[src/rtl/atr_shifter.sv]
module atr_shifter #(
  parameter int                BITS     = 32,
  parameter logic [BITS-1:0]   ATR_WORD = 32'h55AA_2019
) (
  input  logic clk,
  input  logic rst_n,
  input  logic atr_req_i,
  input  logic ser_clk_i,
  input  logic nv_busy_i,
  output logic ser_do_o,
  output logic ser_oe_o,
  output logic atr_active_o
);

  localparam int            IW   = (BITS > 1) ? $clog2(BITS) : 1;
  localparam logic [IW-1:0] LAST = IW'(BITS - 1);

  logic          sck_q, req_q, seen, active;
  logic [IW-1:0] idx;

  wire sck_rise = ser_clk_i & ~sck_q;
  wire sck_fall = ~ser_clk_i & sck_q;
  wire req_fall = ~atr_req_i & req_q;

  always_ff @(posedge clk) begin
    if (!rst_n) begin
      sck_q  <= 1'b0;
      req_q  <= 1'b0;
      seen   <= 1'b0;
      active <= 1'b0;
      idx    <= '0;
    end else begin
      sck_q <= ser_clk_i;
      req_q <= atr_req_i;
      if (atr_req_i && sck_rise) seen <= 1'b1;
      else if (!atr_req_i)       seen <= 1'b0;
      if (req_fall) begin
        active <= seen & ~nv_busy_i;
        idx    <= '0;
      end else if (active && !atr_req_i && sck_fall) begin
        if (idx == LAST) begin
          active <= 1'b0;
          idx    <= '0;
        end else begin
          idx <= idx + 1'b1;
        end
      end
    end
  end

  assign atr_active_o = active;
  assign ser_oe_o     = active;
  assign ser_do_o     = active & ATR_WORD[idx];

  p_start_needs_trig_r2: assert property (@(posedge clk) disable iff (!rst_n)
    $rose(active) |-> $past(req_q) && !$past(atr_req_i));

  p_busy_blocks_r4: assert property (@(posedge clk) disable iff (!rst_n)
    $rose(active) |-> !$past(nv_busy_i));

  p_step_on_fall_r3: assert property (@(posedge clk) disable iff (!rst_n)
    (active && $past(active) && idx != $past(idx) && idx != '0)
      |-> $past(sck_q) && !$past(ser_clk_i) && !$past(atr_req_i));

  p_end_after_last_r6: assert property (@(posedge clk) disable iff (!rst_n)
    (active && idx == LAST && sck_fall && !atr_req_i) |=> !atr_active_o);

  p_abort_r8: assert property (@(posedge clk) disable iff (!rst_n)
    (active && req_fall && !seen) |=> !atr_active_o);

endmodule

[config.mk]
export PLATFORM = sky130hd
export DESIGN_NAME = atr_shifter
export DESIGN_NICKNAME = d
export VERILOG_FILES = /design/src/rtl/atr_shifter.sv
export SDC_FILE = /design/constraint.sdc
export NUM_CORES = 1
export LEC_CHECK = 0
export ABC_AREA = 1
export ABC_CLOCK_PERIOD_IN_PS = 4500
export BUFFER_PORTS_ARGS = -buffer_cell sky130_fd_sc_hd__buf_2
export CORE_AREA = 2 2 39 41
export CTS_BUF_LIST = sky130_fd_sc_hd__clkbuf_4 sky130_fd_sc_hd__clkbuf_8
export CTS_CLUSTER_DIAMETER = 40
export DETAILED_ROUTE_END_ITERATION = 12
export DIE_AREA = 0 0 41 43
export GPL_TIMING_DRIVEN = 0
export PLACE_DENSITY = 0.7
export SLEW_MARGIN = 10
export SYNTH_ARGS = -nofsm -noshare
export SYNTH_HDL_FRONTEND = slang
export SYNTH_SLANG_ARGS = --single-unit
[constraint.sdc]
create_clock -name clk -period 4.5 [get_ports clk]
set_clock_uncertainty 0.2 [all_clocks]
set_input_delay 0.45 -clock clk [delete_from_list [all_inputs] [get_ports clk]]
set_output_delay 0.45 -clock clk [all_outputs]
set_load 0.005 [all_outputs]
==> impl_metrics.csv <==
group,metric,value,unit
grt,grt_pass1_wl,1690,um
cells_and_area,nFillCells,132,
sta,relSlewSlack,0.845,
placement,dpl_worst_slack,2.34,ns
worst_setup_path,critPathMaxStageDelay,0.36,ns
grt,grt_max_degree,7,
power_and_ir_drop,p_leak,0.000394,uW
synthesis,ys_types,19,
cells_and_area,final_cell_mix,"inv_1 (19), nand2_1 (16), nor2_1 (10), dfxtp_1 (10), buf_2 (7)",
worst_setup_path,path_class,"register to register",
detailed_routing,dr.pass1.iters,4,
placement,dpl-instance-area,686,um^2
grt,grt_overflow,0,
power_and_ir_drop,p_seq_frac,0.484,
detailed_routing,post-route-drc-count,0,
clock_network,cts_tree,"done",
synthesis,synth.area.top_cells,"dfxtp_1 (32%), inv_1 (11%), nand2_1 (9.5%)",
power_and_ir_drop,ir_worst_vdd,0.000113,V
sta,hold_viol_final,0,
floorplanning,core_area,1380,um^2
synthesis,yosys_warnings,0,
power_and_ir_drop,combPwrFrac,0.061,
synthesis,syn_nets,98,
cells_and_area,mostFrequentLayoutCell,"inv_1",
worst_setup_path,r2r_slack,2.34,ns
cells_and_area,final_layout_size_suffix_gt1_frac,0.300,
worst_setup_path,path_common_cell,"nand2_1",
worst_setup_path,crit_required,4.47,ns
floorplanning,start_util,0.456,
sta,worstMarginPinSlew,0.231,ns
cells_and_area,area_growth_syn_to_layout,14.5,%
worst_setup_path,crit-reg2reg-launch,"idx[1]",
grt,grt_use_total,0.147,
worst_setup_path,cp_max_fo,4,
clock_network,clockRootBuffer,"clkbuf_4",
detailed_routing,drt_wl_total,1010,um
synthesis,synth_seq_area_share,0.317,
clock_network,ctsHoldBuffers,0,
clock_network,cts_inserted_buffers,3,
hold_path,holdPathStages,3,
sta,fin_crit,2.16,ns
clock_network,cts_max_level,1,
power_and_ir_drop,p_sw,43.8,uW
status,outcome,"completed",
clock_network,clkTransAtPathRegs,0.07,ns
synthesis,syn_avg_cell_area,7.09,um^2
cells_and_area,nNetsFinal,110,
power_and_ir_drop,fin_total_pwr,187,uW
sta,setup_slack,2.34,ns
clock_network,cts_resized,0,
floorplanning,fp.dieH,43,um
cells_and_area,fin_area,722,um^2
sta,setup_viol,0,
synthesis,synth.top_cell.area_share,0.317,
sta,period_share,0.480,
grt,antenna_found_initial,0,
synthesis,synth_top_area_cell,"dfxtp_1",
sta,fin_tns_setup,0,ns
job,cap_violations,0,
worst_setup_path,start_kind,"register",
placement,place.port_buffers,7,
clock_network,cts.sinks,10,
sta,max_freq,463,MHz
floorplanning,placementRows,14,
sta,rsz0062_at_grt,"false",
worst_setup_path,ff2ff_path_depth,16,
power_and_ir_drop,switching_share,0.234,
clock_network,post_cts_buffers,0,
worst_setup_path,end_kind,"register",
worst_setup_path,worstPathCellList,"ha_1 > nand2_1 > nor2_1 > ha_1 > nand3_1 > nand2_2 > clkinv_2 > nand2_2 > inv_1 > ha_1 > inv_1 > nand2_1 > nand3_1 > nand2_1 > nand2_1 > nand2_1",
detailed_routing,viasPerCell,4.49,
detailed_routing,via_count,521,
placement,dp_hpwl,805,um
detailed_routing,ant_nets,0,
worst_setup_path,cpMaxStageDelayCell,"dfxtp_1",
synthesis,synth-seq-cells,10,
placement,gp_congestion,0.856,
clock_network,clock_path_buffers,2,
synthesis,syn_inst,89,
worst_setup_path,critPathArrivalTime,2.13,ns
detailed_routing,wl_per_cell,8.69,um
power_and_ir_drop,power.internal,143,uW
synthesis,synth_area,631,um^2
hold_path,holdCritStartpoint,"ser_clk_i",
floorplanning,die_area,1760,um^2
power_and_ir_drop,power_per_cell_area,259,nW/um^2
clock_network,clk_latency,0.27,ns
floorplanning,fp.dieW,41,um
power_and_ir_drop,power_frac_clock,0.455,
grt,grt_pass1_vias,445,
hold_path,whs_endpoint,"sck_q",
floorplanning,ios,8,
detailed_routing,drt_iter0_drc,2,
cells_and_area,n_antenna_cell,0,
hold_path,hp-class,"primary input to register",
sta,slew_viol_final,0,
==> layer usage <==
layer / global-route usage / share of wire
met5: 0 / 0
met4: 0.100 / 0.029
met3: 0.0471 / 0.051
met2: 0.216 / 0.46
met1: 0.174 / 0.46
==> cells by family (layout without fill, tap and decap cells) <==
family	after synthesis	count (layout)	synth area share
AND/OR/NAND/NOR	48	48	0.413
buffers and inverters	25	36	0.157
AO/OA/AOI/OAI	1	1	0.00793
XOR/XNOR	1	1	0.0258
adder cells (fa/ha/maj)	4	4	0.0794
flip-flops	10	10	0.317
==> through the flow <==
stage | cells | hold slack, ns | utilization
floorplan | 89 | 0.241 | -
global placement | 112 | 0.267 | 0.495
detailed placement | 112 | 0.276 | 0.495
CTS | 116 | 0.189 | 0.522
global route | 116 | 0.199 | 0.522
finish | 116 | 0.192 | 0.522
==> synth_stat cells <==
| library cell | n |
|---|---|
| nor2_2 | 2 |
| nand4_1 | 1 |
| inv_2 | 4 |
| ha_1 | 4 |
| nor2_4 | 2 |
| nand3_4 | 1 |
| buf_4 | 1 |
| nor2_1 | 10 |
| nand2_2 | 6 |
| nand3b_1 | 2 |
| xor2_2 | 1 |
| dfxtp_1 | 10 |
| a21oi_1 | 1 |
| clkinv_2 | 1 |
| nor3_1 | 1 |
| nand3_1 | 6 |
| nor3_4 | 1 |
| inv_1 | 19 |
| nand2_1 | 16 |
==> worst max-delay path, delay by kind of cell (launching register included) <==
family,cells,cell delay [ns]
buf+inv,3,0.17
simple gates,10,0.71
fa+ha+maj,3,0.61
flops,1,0.36
==> power by group through the flow <==
stage	registers [uW]	logic, uW	clock network (uW)
CTS	90.6	11.6	87.6
detailed placement	92.7	11.6	0
finish	90.6	11.5	85.1
floorplan	92.5	7.74	0
global placement	92.7	11.3	0
global route	90.9	12.9	90.2
==> flip-flops by register name, indices dropped and copies added (netlist names), named ones only <==
register,cells
seen,1
sck_q,1
atr_active_o,1
req_q,1
idx,5
==> how the worst max path moves through the flow <==
stage                     slack [ns]  endpoint  cells past startpoint   start
after floorplan                 2.49  register                     16  idx[1]
after global placement          2.33  register                     16  idx[1]
after detailed placement        2.34  register                     16  idx[1]
after CTS                       2.32  register                     16  idx[1]
after global routing            2.08  register                     16  idx[1]
final                           2.34  register                     16  idx[1]
==> layout make-up <==
type                       count  area (um^2)  area share
tap                           16         20.0      0.0277
clock buffer                   4         36.3      0.0503
buffer                         1         7.51      0.0104
timing repair buffer           7         35.0      0.0485
inverter                      24         91.3       0.127
sequential                    10          200       0.277
multi-input combinational     54          332       0.459
Note: power is estimated with default switching activity, not from simulation.
